## config.mk

```make
export PLATFORM = sky130hd
export DESIGN_NAME = raster_scanout
export DESIGN_NICKNAME = d
export VERILOG_FILES = /design/src/rtl/raster_pkg.sv /design/src/rtl/scan_gen.sv /design/src/rtl/fetch_stage.sv /design/src/rtl/pixel_out.sv /design/src/rtl/raster_scanout.sv
export SDC_FILE = /design/constraint.sdc
export NUM_CORES = 1
export LEC_CHECK = 0
export ABC_CLOCK_PERIOD_IN_PS = 4300
export BUFFER_PORTS_ARGS = -buffer_cell sky130_fd_sc_hd__buf_2
export CAP_MARGIN = 20
export CORE_MARGIN = 3
export CORE_UTILIZATION = 55
export DETAILED_ROUTE_END_ITERATION = 12
export GPL_TIMING_DRIVEN = 0
export PLACE_DENSITY = 0.77
export SLEW_MARGIN = 0
export SYNTH_ARGS = -nofsm -noshare
export SYNTH_HDL_FRONTEND = slang
export SYNTH_SLANG_ARGS = --single-unit
```

## constraint.sdc

```tcl
create_clock -name clk -period 4.3 [get_ports clk]
set_clock_uncertainty 0.2 [all_clocks]
set_input_delay 0.215 -clock clk [delete_from_list [all_inputs] [get_ports clk]]
set_output_delay 0.215 -clock clk [all_outputs]
set_load 0.005 [all_outputs]
```

## src/rtl/raster_pkg.sv

```systemverilog
package raster_pkg;
  localparam int PAGE_H = 8;
  localparam int BIT_W  = $clog2(PAGE_H);

  typedef struct packed {
    logic             sof;
    logic             eol;
    logic             last;
    logic [BIT_W-1:0] bitsel;
  } px_tok_t;
endpackage

```

## src/rtl/scan_gen.sv

```systemverilog
module scan_gen
  import raster_pkg::*;
#(
  parameter int SRC_W    = 96,
  parameter int SRC_H    = 16,
  parameter int MAG      = 4,
  parameter int MEM_COLS = 132,
  parameter int COL_OFS  = 36,
  parameter int LINES    = 64,
  parameter int ADDR_W   = 11,
  localparam int LINE_W  = $clog2(LINES),
  localparam int XW      = $clog2(SRC_W),
  localparam int YW      = $clog2(SRC_H),
  localparam int MW      = (MAG > 1) ? $clog2(MAG) : 1
) (
  input  logic              clk,
  input  logic              rst_n,
  input  logic              start_i,
  input  logic [LINE_W-1:0] start_line_i,
  input  logic              adv_i,
  output logic              valid_o,
  output logic [ADDR_W-1:0] addr_o,
  output px_tok_t           tok_o
);
  logic [MW-1:0]     xsub, ysub;
  logic [XW-1:0]     xsrc;
  logic [YW-1:0]     ysrc;
  logic              running;
  logic              x_sub_end, x_end, y_sub_end, y_end;
  logic [LINE_W-1:0] line_w;
  logic [LINE_W-BIT_W-1:0] page_w;

  assign x_sub_end = (xsub == MW'(MAG - 1));
  assign x_end     = x_sub_end && (xsrc == XW'(SRC_W - 1));
  assign y_sub_end = (ysub == MW'(MAG - 1));
  assign y_end     = y_sub_end && (ysrc == YW'(SRC_H - 1));

  always_ff @(posedge clk) begin
    if (!rst_n) begin
      xsub <= '0; ysub <= '0; xsrc <= '0; ysrc <= '0;
      running <= 1'b0;
    end else if (start_i) begin
      xsub <= '0; ysub <= '0; xsrc <= '0; ysrc <= '0;
      running <= 1'b1;
    end else if (running && adv_i) begin
      if (!x_sub_end) begin
        xsub <= xsub + 1'b1;
      end else begin
        xsub <= '0;
        if (!x_end) begin
          xsrc <= xsrc + 1'b1;
        end else begin
          xsrc <= '0;
          if (!y_sub_end) begin
            ysub <= ysub + 1'b1;
          end else begin
            ysub <= '0;
            if (y_end) begin
              ysrc    <= '0;
              running <= 1'b0;
            end else begin
              ysrc <= ysrc + 1'b1;
            end
          end
        end
      end
    end
  end

  assign line_w = LINE_W'(ysrc) + start_line_i;
  assign page_w = line_w[LINE_W-1:BIT_W];

  assign valid_o = running;
  assign addr_o  = ADDR_W'(page_w) * ADDR_W'(MEM_COLS) + ADDR_W'(COL_OFS) + ADDR_W'(xsrc);

  always_comb begin
    tok_o.sof    = (xsub == '0) && (xsrc == '0) && (ysub == '0) && (ysrc == '0);
    tok_o.eol    = x_end;
    tok_o.last   = x_end && y_end;
    tok_o.bitsel = line_w[BIT_W-1:0];
  end

  // every address falls within the visible column window of a page
  p_addr_window_r2: assert property (@(posedge clk) disable iff (!rst_n)
    valid_o |-> ((int'(addr_o) % MEM_COLS) >= COL_OFS) &&
                ((int'(addr_o) % MEM_COLS) <  COL_OFS + SRC_W));

  // issuing the final pixel ends the generator
  p_stop_after_last_r1: assert property (@(posedge clk) disable iff (!rst_n)
    (valid_o && adv_i && tok_o.last && !start_i) |=> !valid_o);
endmodule

```

## src/rtl/fetch_stage.sv

```systemverilog
module fetch_stage
  import raster_pkg::*;
#(
  parameter int DATA_W = 8
) (
  input  logic              clk,
  input  logic              rst_n,
  input  logic              issue_i,
  input  px_tok_t           tok_i,
  input  logic [DATA_W-1:0] rd_data_i,
  input  logic              take_i,
  output logic              valid_o,
  output px_tok_t           tok_o,
  output logic [DATA_W-1:0] byte_o
);
  logic              valid_q;
  logic              fresh_q;
  logic [DATA_W-1:0] hold_q;
  px_tok_t           tok_q;

  // The byte arrives the cycle after the read; keep it if the stage stalls.
  assign byte_o  = fresh_q ? rd_data_i : hold_q;
  assign valid_o = valid_q;
  assign tok_o   = tok_q;

  always_ff @(posedge clk) begin
    if (!rst_n) begin
      valid_q <= 1'b0;
      fresh_q <= 1'b0;
      hold_q  <= '0;
      tok_q   <= '0;
    end else begin
      fresh_q <= issue_i;
      hold_q  <= byte_o;
      if (issue_i) begin
        valid_q <= 1'b1;
        tok_q   <= tok_i;
      end else if (take_i) begin
        valid_q <= 1'b0;
      end
    end
  end

  // a new read never overwrites a byte that has not moved on
  p_no_overwrite_r4: assert property (@(posedge clk) disable iff (!rst_n)
    (valid_q && !take_i) |-> !issue_i);
endmodule

```

## src/rtl/pixel_out.sv

```systemverilog
module pixel_out
  import raster_pkg::*;
#(
  parameter int DATA_W = 8
) (
  input  logic              clk,
  input  logic              rst_n,
  input  logic              take_i,
  input  px_tok_t           tok_i,
  input  logic [DATA_W-1:0] byte_i,
  input  logic              entire_on_i,
  input  logic              inverse_i,
  input  logic              ready_i,
  output logic              valid_o,
  output logic              data_o,
  output logic              sof_o,
  output logic              eol_o,
  output logic              last_o
);
  logic src_bit, shade;

  assign src_bit = byte_i[tok_i.bitsel];

  always_comb begin
    if (entire_on_i)    shade = 1'b1;
    else if (inverse_i) shade = ~src_bit;
    else                shade = src_bit;
  end

  always_ff @(posedge clk) begin
    if (!rst_n) begin
      valid_o <= 1'b0;
      data_o  <= 1'b0;
      sof_o   <= 1'b0;
      eol_o   <= 1'b0;
      last_o  <= 1'b0;
    end else if (take_i) begin
      valid_o <= 1'b1;
      data_o  <= shade;
      sof_o   <= tok_i.sof;
      eol_o   <= tok_i.eol;
      last_o  <= tok_i.last;
    end else if (ready_i) begin
      valid_o <= 1'b0;
    end
  end

  // a stalled pixel holds steady
  p_hold_stall_r9: assert property (@(posedge clk) disable iff (!rst_n)
    (valid_o && !ready_i) |=> (valid_o && $stable(data_o) && $stable(sof_o) && $stable(eol_o)));

  // forcing lights every pixel
  p_force_lit_r7: assert property (@(posedge clk) disable iff (!rst_n)
    (valid_o && entire_on_i && $stable(entire_on_i)) |-> data_o);

  // frame start and row end never share a pixel
  p_marker_excl_r8: assert property (@(posedge clk) disable iff (!rst_n)
    valid_o |-> !(sof_o && eol_o));
endmodule

```

## src/rtl/raster_scanout.sv

```systemverilog
module raster_scanout
  import raster_pkg::*;
#(
  parameter int SRC_W    = 96,
  parameter int SRC_H    = 16,
  parameter int MAG      = 4,
  parameter int MEM_COLS = 132,
  parameter int COL_OFS  = 36,
  parameter int LINES    = 64,
  parameter int DATA_W   = 8,
  localparam int PAGES   = LINES / PAGE_H,
  localparam int ADDR_W  = $clog2(MEM_COLS * PAGES),
  localparam int LINE_W  = $clog2(LINES)
) (
  input  logic              clk,
  input  logic              rst_n,
  input  logic              redraw_req,
  input  logic [LINE_W-1:0] start_line,
  input  logic              entire_on,
  input  logic              inverse,
  output logic              redraw_flag,
  output logic              mem_rd_en,
  output logic [ADDR_W-1:0] mem_rd_addr,
  input  logic [DATA_W-1:0] mem_rd_data,
  output logic              pix_valid,
  input  logic              pix_ready,
  output logic              pix_data,
  output logic              pix_sof,
  output logic              pix_eol
);
  logic              busy, again;
  logic [LINE_W-1:0] cfg_line;
  logic              cfg_on, cfg_inv;
  logic              start, frame_done;
  logic              gen_valid, issue, s1_ready, s1_valid, take;
  px_tok_t           gen_tok, s1_tok;
  logic [DATA_W-1:0] s1_byte;
  logic              out_last;

  assign start      = !busy && redraw_flag;
  assign frame_done = pix_valid && pix_ready && out_last;

  always_ff @(posedge clk) begin
    if (!rst_n) begin
      busy        <= 1'b0;
      again       <= 1'b0;
      redraw_flag <= 1'b0;
      cfg_line    <= '0;
      cfg_on      <= 1'b0;
      cfg_inv     <= 1'b0;
    end else begin
      if (frame_done) begin
        redraw_flag <= again | redraw_req;
        again       <= 1'b0;
      end else begin
        if (redraw_req)         redraw_flag <= 1'b1;
        if (busy && redraw_req) again       <= 1'b1;
      end
      if (start) begin
        busy     <= 1'b1;
        cfg_line <= start_line;
        cfg_on   <= entire_on;
        cfg_inv  <= inverse;
      end else if (frame_done) begin
        busy <= 1'b0;
      end
    end
  end

  // Pipeline handshake: stage 1 waits for memory, stage 2 is the output register.
  assign take     = s1_valid && (!pix_valid || pix_ready);
  assign s1_ready = !s1_valid || take;
  assign issue    = gen_valid && s1_ready;
  assign mem_rd_en = issue;

  scan_gen #(
    .SRC_W(SRC_W), .SRC_H(SRC_H), .MAG(MAG), .MEM_COLS(MEM_COLS),
    .COL_OFS(COL_OFS), .LINES(LINES), .ADDR_W(ADDR_W)
  ) u_gen (
    .clk(clk), .rst_n(rst_n), .start_i(start), .start_line_i(cfg_line),
    .adv_i(s1_ready), .valid_o(gen_valid), .addr_o(mem_rd_addr), .tok_o(gen_tok)
  );

  fetch_stage #(.DATA_W(DATA_W)) u_fetch (
    .clk(clk), .rst_n(rst_n), .issue_i(issue), .tok_i(gen_tok),
    .rd_data_i(mem_rd_data), .take_i(take), .valid_o(s1_valid),
    .tok_o(s1_tok), .byte_o(s1_byte)
  );

  pixel_out #(.DATA_W(DATA_W)) u_out (
    .clk(clk), .rst_n(rst_n), .take_i(take), .tok_i(s1_tok), .byte_i(s1_byte),
    .entire_on_i(cfg_on), .inverse_i(cfg_inv), .ready_i(pix_ready),
    .valid_o(pix_valid), .data_o(pix_data), .sof_o(pix_sof), .eol_o(pix_eol),
    .last_o(out_last)
  );

  // no memory traffic while idle
  p_idle_quiet_r10: assert property (@(posedge clk) disable iff (!rst_n)
    !busy |-> !mem_rd_en);

  // the flag stays up for the whole frame
  p_flag_held_r10: assert property (@(posedge clk) disable iff (!rst_n)
    busy |-> redraw_flag);

  // a request held during a scan leaves the flag set at frame end
  p_rerun_r11: assert property (@(posedge clk) disable iff (!rst_n)
    (frame_done && again) |=> (redraw_flag && !busy));
endmodule

```

## After elaboration in Yosys (flattened, before gate mapping)

Index checks and enable logic that the tools add are counted.

- Bits in latches: 0
- Memories kept: 0
- Logic and storage cells: 98
- Output and inout port bits: 17
- Memory bits (writable): 0
- Bits in read-only memories: 0
- Bits in registers: 48
- Bits of input ports: 20

- Magnitude comparators: 1
- Reduce and logical (&&, ||, !) cells: 36
- $mul: 1
- Bitwise operators: 3
- Add/sub/neg operators: 7
- Muxes and demuxes: 23
- Equal/unequal tests: 4
- Div/mod/pow operators: 0
- Shift-type cells: 0

Operator list:

| cell | count |
|---|---|
| nonzero test 2 bit | 9 |
| 2-to-1 mux 1 bit | 17 |
| logical AND 1 bit | 12 |
| adder 11 x 6 -> 11 bit, second input constant | 1 |
| adder 11 x 7 -> 11 bit | 1 |
| multiplier 3 x 6 -> 9 bit, second input constant | 1 |
| 2-to-1 mux 8 bit | 1 |
| adder 7 x 1 -> 7 bit, second input constant | 1 |
| equality test 7 bit, second input constant | 1 |
| zero test 7 bit | 1 |
| 2-to-1 mux 7 bit | 1 |
| adder 4 x 6 -> 6 bit | 1 |
| AND reduction 5 bit | 1 |
| adder 2 x 1 -> 2 bit, second input constant | 2 |
| adder 4 x 1 -> 4 bit, second input constant | 1 |
| equality test 2 bit, second input constant | 2 |
| equality test 4 bit, second input constant | 1 |
| zero test 2 bit | 2 |
| zero test 4 bit | 1 |
| < comparator 3 x 4 -> 1 bit, second input constant | 1 |
| 2-to-1 mux 2 bit | 2 |
| 2-to-1 mux 4 bit | 1 |
| AND reduction 4 bit | 1 |
| OR reduction 2 bit | 2 |
| 7 further kinds | 11 |

## Longest topological paths before layout

Gate-level depths: netlist (run 1).

- Depth after elaboration: 8
- Mapped depth: 15

## Hierarchy

Synthesis (run 1) repeated with hierarchy kept, for this count alone.

- Cell total of the unflattened synthesis: 273
- Area, all modules: 2630.0 µm²

By module, submodules not included:

| module | times used | sequential area each (µm²) | cells each | area each (µm²) |
|---|---|---|---|---|
| scan_gen | 1 | 320.3 | 151 | 1252.5 |
| fetch_stage | 1 | 320.3 | 50 | 630.6 |
| raster_scanout | 1 | 220.2 | 51 | 494.2 |
| pixel_out | 1 | 100.1 | 21 | 252.7 |

## Least setup slack after synthesis (run 1)

Ideal clock, no wire load.

- Path kind: flip-flop to output port
- From: reg u_gen.ysrc[1]
- To: out mem_rd_addr[8]
- Arrival time: 2.817 ns
- Data required time: 3.885 ns
- Cell stages (with the launch flop): 14
- Setup slack: 1.068 ns
- Path buffers: 0
- Cells stage by stage: dfxtp_1 ha_1 a211oi_1 nor2_1 o21ai_0 xor2_1 inv_1 ha_1 ha_1 a21o_1 a21oi_1 nor2b_1 o21ai_0 xnor2_1

- Cells in the longest elaborated chain, start to end: 4

RTL lines:

| what | line | RTL |
|---|---|---|
| start, declared | scan_gen.sv:27 | `logic [YW-1:0] ysrc;` |
| start signal, assigned | scan_gen.sv:62 | `ysrc <= ysrc + 1'b1;` |
| adder 4 x 6 -> 6 bit | scan_gen.sv:70 | `assign line_w = LINE_W'(ysrc) + start_line_i;` |
| multiplier 3 x 6 -> 9 bit | scan_gen.sv:74 | `assign addr_o = ADDR_W'(page_w) * ADDR_W'(MEM_COLS) + ADDR_W'(COL_OFS) + ADDR_W'(xsrc);` |
| adder 11 x 6 -> 11 bit | scan_gen.sv:74 |  |
| adder 11 x 7 -> 11 bit | scan_gen.sv:74 |  |
| end, declared | raster_scanout.sv:23 | `output logic [ADDR_W-1:0] mem_rd_addr,` |

Every way passes these cells.

## Worst setup path in the final report (run 1)

Ends and elaborated chain as after synthesis.

==> impl_metrics.ini, run 1 <==
[setup_path]
cp.arrival_ps = 3510
crit_type = reg2out
slowest_stage = dfxtp_1
cpPeakStageDelay_ps = 450
required_ps = 3880
startpoint_type = register
cp_max_fo = 6
end_kind = output pin
cp_common_cell = ha_1
path_cells = ha_1, a211oi_1, nor2_1, o21ai_0, xor2_1, inv_1, ha_1, ha_1, a21o_1, a21oi_1, nor2b_1, o21ai_1, xnor2_1, buf_2

[synth]
ys_ff_latch = 48
synth_flop_cell = dfxtp_1
synth-async-reset-ratio = 0
syn_inst = 276
netlist.area_leader.share = 0.384
yosysTopAreaCell = dfxtp_1
mappedNetlistArea_mm2 = 0.00250
synth_edf_count = 0
ys_seq_area_frac = 0.384
synth_most_common_cell = dfxtp_1
synth_cell_types = 39
yosys_warnings = 0
avgSynthCellArea_um2 = 9.08
synth.area.top_cells = dfxtp_1, ha_1, mux2i_1, nand2_1, nor2b_1
synthTopCellsByCount = dfxtp_1, nand2_1, ha_1, inv_1
syn-num-nets = 317

[status]
outcome = finished clean

[global_route]
grt_first_pass_wirelength_um = 8740
grt_usage = 0.207
antenna_found_initial = 0
grt-ovfl-total = 0
grt_max_degree = 14
grt_pass1_vias = 1965

[timing]
finalCriticalPeriod_ps = 3920
tightestPinTransition_ps = 589
period_share = 0.912
hold_viol = 0
rsz0062_at_grt = no
drv_slew = 0
relSlewSlack = 0.604
setup_viol = 0
tns_ps = 0
hold_ws_ps = 6.58
fmax_ghz = 0.255

[pwr]
ir_worst_vdd_v = 0.000270
swShare = 0.250
power_switching_uw = 207
p_per_area_mw_per_mm2 = 283
p_leak_nw = 1.30
finalPower_uw = 829
pwr-share-clk = 0.307
combPwrFrac = 0.124
p_int_uw = 622
power_frac_seq = 0.568

[clock_network]
cts_setup_buffers = 0
clk_path_buf_depth = 2
clk_pin_slew_ps = 90
numCtsBuffers = 5
clk_latency_ps = 300
htree_num_levels = 2
cts.sink_count = 48
cts-root-buf = clkbuf_8
cts_tree = yes

[placement]
dpl_cell_area_mm2 = 0.00275
globalplace.congestion = 0.805
dpl.hpwl_um = 3740
port_buffers = 36

[die]
row_count = 23
floorplan.initialDensity = 0.596
io_pins = 37
dieArea_mm2 = 0.00540
core_area_mm2 = 0.00420
chipHeight_um = 73.5
die_width_um = 73.5

[worst_hold_path]
min_path_type = in2reg

[route]
drt_wl_total_um = 4960
vias = 2000
viasPerCell = 5.26
first_pass_iters = 4
wl_per_cell_um = 13.0
drtIter0Drc = 96
final_antenna_net_count = 0
drc = 0

[finish]
num-fill-cells = 349
num_antenna_cells = 0
final_area_mm2 = 0.00294
syn_to_final_growth_pct = 17.2
fin_nets = 371
drive_gt1_frac = 0.155
post-route-util = 0.699

[job]
cap_violations = 0
[kinds of logic (layout without fill, tap and decap cells)]
logic type      Yosys count  in the layout  share of synthesized area
buf+inv                  31             85                     0.0509
flops                    48             48                      0.384
compound gates           42             42                      0.109
mux                      19             19                     0.0814
fa+ha+maj                21             21                      0.111
simple gates            100            100                      0.212
xor+xnor                 15             15                     0.0524
[sequential cells by signal, summed over array words and instances, names as in the netlist, 2 cells and up]
| register | flops |
|---|---|
| u_fetch.hold_q | 8 |
| u_gen.xsrc | 7 |
| cfg_line | 6 |
| u_fetch.tok_o | 6 |
| u_gen.ysrc | 4 |
| u_gen.xsub | 2 |
| u_gen.ysub | 2 |
[critical path: cells and delay by family, from the launching register on]
kind            cells  cell delay (ps)
compound gates      5             1020
fa+ha+maj           3              900
flops               1              450
xor+xnor            2              450
buf+inv             2              220
simple gates        2              160
[layer usage]
metal,track usage,up-vias,share of wire
li1,-,1029,-
met1,0.277,941,0.48
met2,0.339,26,0.48
met3,0.0492,4,0.030
met4,0.0483,0,0.0081
met5,0,-,0
[stage by stage]
step / cells / setup WS, ps
floorplan: 276 / 1070
global placement: 362 / 693
detailed placement: 362 / 615
CTS: 379 / 264
global route: 380 / 29.4
finish: 380 / 377
[cells in the final DEF (no fill, tap or decap), types with 2 or more instances in the layout]
master          n
dfxtp_1        48
buf_2          36
nand2_1        33
inv_1          19
ha_1           19
nor2b_1        17
mux2i_1        17
nor2_1         13
a21boi_0       13
a21oi_1        12
nand3_1        11
dlygate4sd3_1  11
clkbuf_1        9
xnor2_1         8
xor2_1          7
o21ai_0         6
clkbuf_8        5
nand2b_1        4
nor3_1          4
a21o_1          3
buf_4           3
or3_1           3
o21a_1          3
a211oi_1        2
and3b_1         2
nand4_1         2
and3_1          2
fa_1            2
[power by group through the flow]
| stage | clock (mW) | combinational (mW) | sequential [mW] |
|---|---|---|---|
| 2_1_floorplan | 0 | 0.0640 | 0.479 |
| 3_3_place_gp | 0 | 0.0935 | 0.481 |
| 3_5_place_dp | 0 | 0.0959 | 0.482 |
| 4_1_cts | 0.258 | 0.103 | 0.472 |
| 5_1_grt | 0.282 | 0.118 | 0.474 |
| 6_report | 0.255 | 0.103 | 0.471 |
[layout make-up]
type	instances	area [um^2]	area share
Buffer	11	52.6	0.0179
Clock buffer	6	72.6	0.0247
Clock inverter	1	5.00	0.00171
Inverter	20	75.1	0.0256
Multi-Input combinational cell	197	1420	0.483
Sequential cell	48	961	0.327
Tap cell	50	62.6	0.0213
Timing Repair Buffer	47	290	0.0989
[final timing paths]
| path | startpoint | to | slack [ps] | cells past startpoint |
|---|---|---|---|---|
| max | u_gen.ysrc[1] | mem_rd_addr[8] | 380 | 14 |
| min | mem_rd_data[6] | u_fetch.hold_q[6] | 7 | 3 |
| min reg2reg | cfg_on | cfg_on | 270 | 2 |
| max reg2reg | u_gen.xsub[0] | u_gen.ysrc[3] | 2090 | 6 |
[what timing repair did]
item | 4_1_cts | 5_1_grt
endpoints found under the hold margin | 10 | 1
setup endpoints to repair | 0 | 1
hold buffers | 10 | 1
resized for setup | 0 | 1
(Power assumes the default switching activity.)
==> run 2, diff against run 1 <==
CORE_UTILIZATION = 56   (was 55)
HOLD_SLACK_MARGIN = 0.15   (was default)
PLACE_DENSITY = 0.79   (was 0.77)
SLEW_MARGIN = 10   (was 0)
==> run 2 against run 1 <==
Power up 12%. Critical endpoint is now mem_rd_addr[9]. Die area down 1.6%. Critical path type unchanged. Flip-flop and latch count did not move.
==> impl_metrics.ini, run 2 (same netlist as run 1, synthesis figures left out) <==
[placement]
dpl.hpwl_um = 3810
port_buffers = 36
globalplace.congestion = 0.814
dpl_cell_area_mm2 = 0.00275
dp.cells = 362
pre_cts_ws_ps = 616

[timing]
fmax_ghz = 0.252
hold_viol = 0
setup_viol = 0
relSlewSlack = 0.644
setup_ws_ps = 331
period_share = 0.923
tightestPinTransition_ps = 530
rsz0062_at_grt = no
drv_slew = 0
tns_ps = 0
finalCriticalPeriod_ps = 3970

[finish]
fin_nets = 380
regMostFlops = u_fetch.hold_q
drive_gt1_frac = 0.159
num_antenna_cells = 0
final_common_cell = dfxtp_1
largest_reg_flops = 8
fin_cells = 390
syn_to_final_growth_pct = 22.4
final_cell_mix = dfxtp_1, buf_2, nand2_1
reg_top3 = u_fetch.hold_q x8, u_gen.xsrc x7
final_area_mm2 = 0.00307

[route]
drc = 0
first_pass_iters = 4
vias = 2084
wl_per_cell_um = 13.4
viasPerCell = 5.34
drt_wl_total_um = 5220
drtIter0Drc = 98
final_antenna_net_count = 0

[clock_network]
clk_pin_slew_ps = 90
cts-root-buf = clkbuf_8
numCtsBuffers = 5
cts.sink_count = 48
clk_path_buf_depth = 2
htree_num_levels = 2
clk_latency_ps = 300
cts_tree = yes

[status]
outcome = finished clean

[setup_path]
required_ps = 3880
r2r_end = u_gen.ysrc[3]
r2r_start = u_gen.xsub[0]
cp_max_fo = 4
end_kind = output pin
crit_type = reg2out
startpoint_type = register
worst_r2r_path_depth = 6
cp.arrival_ps = 3550
regToRegSetupSlack_ps = 2120

[job]
cap_violations = 0

[die]
dieArea_mm2 = 0.00531
io_pins = 37
floorplan.initialDensity = 0.604
die_width_um = 72.9
chipHeight_um = 72.9
core_area_mm2 = 0.00414
row_count = 23

[global_route]
antenna_found_initial = 0
grt_usage = 0.216
grt_max_degree = 16
grt-ovfl-total = 0
grt_pass1_vias = 2003
grt_first_pass_wirelength_um = 8910

[worst_hold_path]
worstHoldEndpoint = u_fetch.tok_o[5]
hold_start = u_fetch.tok_o[5]
min_path_type = reg2reg
min_path_cells = 2

[pwr]
p_leak_nw = 1.35
ir_worst_vdd_v = 0.000179
p_per_area_mw_per_mm2 = 303
run 2: where the power goes:
group	leakage (nW)	internal (mW)	switching (mW)	total, mW
clock	0.0614	0.190	0.158	0.349
sequential	0.390	0.461	0.0106	0.472
combinational	0.902	0.0557	0.0546	0.110
run 2: through the flow:
stage	utilization	total power [mW]	hold WS (ps)
2_1_floorplan	-	0.543	139
3_3_place_gp	0.663	0.574	245
3_5_place_dp	0.663	0.578	246
4_1_cts	0.738	0.935	270
5_1_grt	0.740	0.971	290
6_report	0.740	0.931	267
run 2: worst max path at each step:
stage	from	to	slack [ps]	depth (start not counted)
after global placement	u_gen.ysrc[1]	mem_rd_addr[8]	710	14
after detailed placement	u_gen.ysrc[2]	mem_rd_addr[8]	620	14
after floorplan	u_gen.ysrc[1]	mem_rd_addr[8]	1070	13
final	u_gen.ysrc[0]	mem_rd_addr[9]	330	15
after global routing	u_gen.ysrc[0]	mem_rd_addr[9]	130	15
after CTS	u_gen.ysrc[1]	mem_rd_addr[8]	270	14
run 2: critical path: stages (launching register included):
cell      delay, ps
dfxtp_1         350
ha_1            230
fa_1            440
a21o_1          170
a21oi_1         170
xnor2_1         170
ha_1            330
ha_1            180
inv_1            70
fa_1            430
nor2b_1         120
o21ai_0          80
nand2b_1        120
nand3_1         100
xor2_1          160
buf_2           120
run 2: cell type report:
type                            count  area [um^2]
Sequential cell                    48          961
Fill cell                         313         1080
Clock buffer                        6         82.6
Timing Repair Buffer               56          378
Tap cell                           50         62.6
Inverter                           20         75.1
Buffer                             11         52.6
Clock inverter                      2         38.8
Multi-Input combinational cell    197         1420
run 2: metal layers:
metal	part of all wire	vias up	routed length (um)	track usage
li1	-	1052	-	-
met1	0.47	970	2430	0.270
met2	0.48	51	2500	0.366
met3	0.040	11	207	0.0468
met4	0.017	0	87	0.0779
met5	0	-	0	0
run 2: repair_timing:
action / CTS / global route
hold buffers: 19 / 0
endpoints found under the hold margin: 23 / 0
buffers inserted: 0 / 1
endpoints found under the setup margin: 0 / 1
resized for setup: 0 / 0
==> run 3, diff against run 2 <==
--- a/config.mk
+++ b/config.mk
@@ -6,13 +6,13 @@
 export NUM_CORES = 1
 export LEC_CHECK = 0
-export ABC_CLOCK_PERIOD_IN_PS = 4300
+export ABC_CLOCK_PERIOD_IN_PS = 4700
 export BUFFER_PORTS_ARGS = -buffer_cell sky130_fd_sc_hd__buf_2
 export CAP_MARGIN = 20
 export CORE_MARGIN = 3
-export CORE_UTILIZATION = 56
+export CORE_UTILIZATION = 61
 export DETAILED_ROUTE_END_ITERATION = 12
 export GPL_TIMING_DRIVEN = 0
 export HOLD_SLACK_MARGIN = 0.15
-export PLACE_DENSITY = 0.79
+export PLACE_DENSITY = 0.84
 export SLEW_MARGIN = 10
 export SYNTH_ARGS = -nofsm -noshare
==> constraint.sdc (replaced) <==
create_clock -name clk -period 4.7 [get_ports clk]
set_clock_uncertainty 0.2 [all_clocks]
set_input_delay 0.235 -clock clk [delete_from_list [all_inputs] [get_ports clk]]
set_output_delay 0.235 -clock clk [all_outputs]
set_load 0.1 [all_outputs]
==> run 3 against run 2 <==
First-iteration DRC count grew 64%. Via count grew 0.58%. Core utilization grew 6.7 points. Hold slack gained 7.3 ps. Register-to-register slack gained 360 ps. Critical path type unchanged. Design area is essentially flat. Die area shrank 7.5%. Global-route usage grew 3.4 points. Combinational power grew 36%. Clock power shrank 8.0%.
==> impl_metrics.ini, run 3 (same netlist as run 1, synthesis figures left out) <==
[status]
outcome = finished clean

[timing]
hold_viol = 0
tightestPinTransition_ps = 562
fmax_ghz = 0.232
period_share = 0.918
finalCriticalPeriod_ps = 4310
drv_slew = 0
relSlewSlack = 0.622
tns_ps = 0
rsz0062_at_grt = no
setup_viol = 0

[setup_path]
cp_common_cell = ha_1
cpPeakStageDelay_ps = 460
crit_type = reg2out
crit_path_start = u_gen.ysrc[1]
cp.arrival_ps = 3880
r2r_start = u_fetch.fresh_q
required_ps = 4260
end_kind = output pin
regToRegSetupSlack_ps = 2480
cp_max_fo = 6
startpoint_type = register
path_cells = ha_1, a211oi_1, nor2_1, o21ai_0, xor2_1, inv_1, ha_1, ha_1, a21o_1, a21oi_1, nor2b_1, o21ai_0, xnor2_1, clkbuf_4
timing.critical_path.to = mem_rd_addr[8]
r2r_end = u_out.data_o
slowest_stage = dfxtp_1
worst_r2r_path_depth = 6

[clock_network]
cts_tree = yes
cts-root-buf = clkbuf_8
clk_pin_slew_ps = 90
htree_num_levels = 2
clk_latency_ps = 310
clk_path_buf_depth = 2
numCtsBuffers = 5
cts.sink_count = 48
cts_setup_buffers = 0

[global_route]
grt-ovfl-total = 0
antenna_found_initial = 0
grt_first_pass_wirelength_um = 9670
grt_max_degree = 16
grt_usage = 0.250
grt_pass1_vias = 2126

[finish]
num-fill-cells = 252
fin_cells = 387
regMostFlops = u_fetch.hold_q
reg_top3 = u_fetch.hold_q x8, u_gen.xsrc x7
num_antenna_cells = 0
drive_gt1_frac = 0.159
final_cell_mix = dfxtp_1, buf_2, nand2_1
fin_nets = 379
syn_to_final_growth_pct = 22.3
final_common_cell = dfxtp_1
largest_reg_flops = 8

[pwr]
ir_worst_vdd_v = 0.000269
p_leak_nw = 1.35
p_per_area_mw_per_mm2 = 295

[worst_hold_path]
min_path_type = reg2reg
hold_start = u_fetch.tok_o[5]

[die]
io_pins = 37
chipHeight_um = 70.1
dieArea_mm2 = 0.00491
core_area_mm2 = 0.00380
die_width_um = 70.1
floorplan.initialDensity = 0.659
row_count = 22

[placement]
dpl.hpwl_um = 3930
globalplace.congestion = 0.798
dp.cells = 360
port_buffers = 36

[route]
viasPerCell = 5.42
wl_per_cell_um = 15.0
wl_met2_um = 2880
highest_layer = met4
drtIter0Drc = 161
drc = 0
first_pass_iters = 4
wl_met1_um = 2520
vias = 2096
wl_met3_um = 246
drt_wl_total_um = 5800
final_antenna_net_count = 0

[job]
cap_violations = 0
==> run 3: cell types whose count changed in the layout (fill, tap and decap cells not counted), sizes merged <==
cell	previous run	this run
clkbuf	14	15
buf	40	38
==> run 3: power by group <==
part           internal (mW)  switching [mW]  leakage, nW  total, mW
Combinational         0.0507          0.0997        0.899      0.150
Sequential             0.422          0.0102        0.390      0.432
Clock                  0.174           0.147       0.0614      0.321
==> run 3: layer usage <==
layer / global-route usage / vias to the layer above
met2: 0.418 / 54
met1: 0.305 / 973
met5: 0 / -
li1: - / 1055
met4: 0.102 / 0
met3: 0.0662 / 14
==> run 3: area by class of cell <==
class / instances / area, um^2 / area share
well taps: 48 / 60.1 / 0.0196
flip-flops and latches: 48 / 961 / 0.314
inverters: 20 / 75.1 / 0.0245
repair buffers: 55 / 373 / 0.122
clock buffers: 6 / 82.6 / 0.0269
plain buffers: 11 / 52.6 / 0.0171
multi-input cells: 197 / 1420 / 0.464
clock inverters: 2 / 38.8 / 0.0127
==> run 3: timing repair <==
action,4_1_cts,5_1_grt
endpoints found under the hold margin,23,0
gates resized for setup,0,1
setup endpoints to repair,0,1
hold buffers,19,0
==> run 3: worst min path at each step <==
stage / end / slack, ps / cells past startpoint
floorplan: redraw_flag / 160 / 1
global placement: u_fetch.tok_o[5] / 250 / 2
detailed placement: redraw_flag / 260 / 2
CTS: u_fetch.tok_o[5] / 280 / 2
global route: u_fetch.tok_o[5] / 310 / 2
finish: u_fetch.tok_o[5] / 270 / 2
==> run 3: worst max-delay path, delay by kind of cell (launching register included) <==
family,cells,cell delay (ps)
buffers and inverters,2,450
adder cells (fa/ha/maj),3,910
flip-flops,1,460
AND/OR/NAND/NOR,2,160
XOR/XNOR,2,470
AO/OA/AOI/OAI,5,1140
==> run 3: through the flow <==
step / instance area, um^2 / power (mW) / utilization / worst slack [ps] / hold WS (ps)
after floorplan: 2510 / 0.544 / - / 169 / 159
after global placement: 2750 / 0.572 / 0.724 / 688 / 255
after detailed placement: 2750 / 0.576 / 0.724 / 646 / 263
after global routing: 3060 / 0.935 / 0.807 / 85.5 / 307
final: 3060 / 0.904 / 0.807 / 386 / 274
after CTS: 3060 / 0.895 / 0.806 / 298 / 279
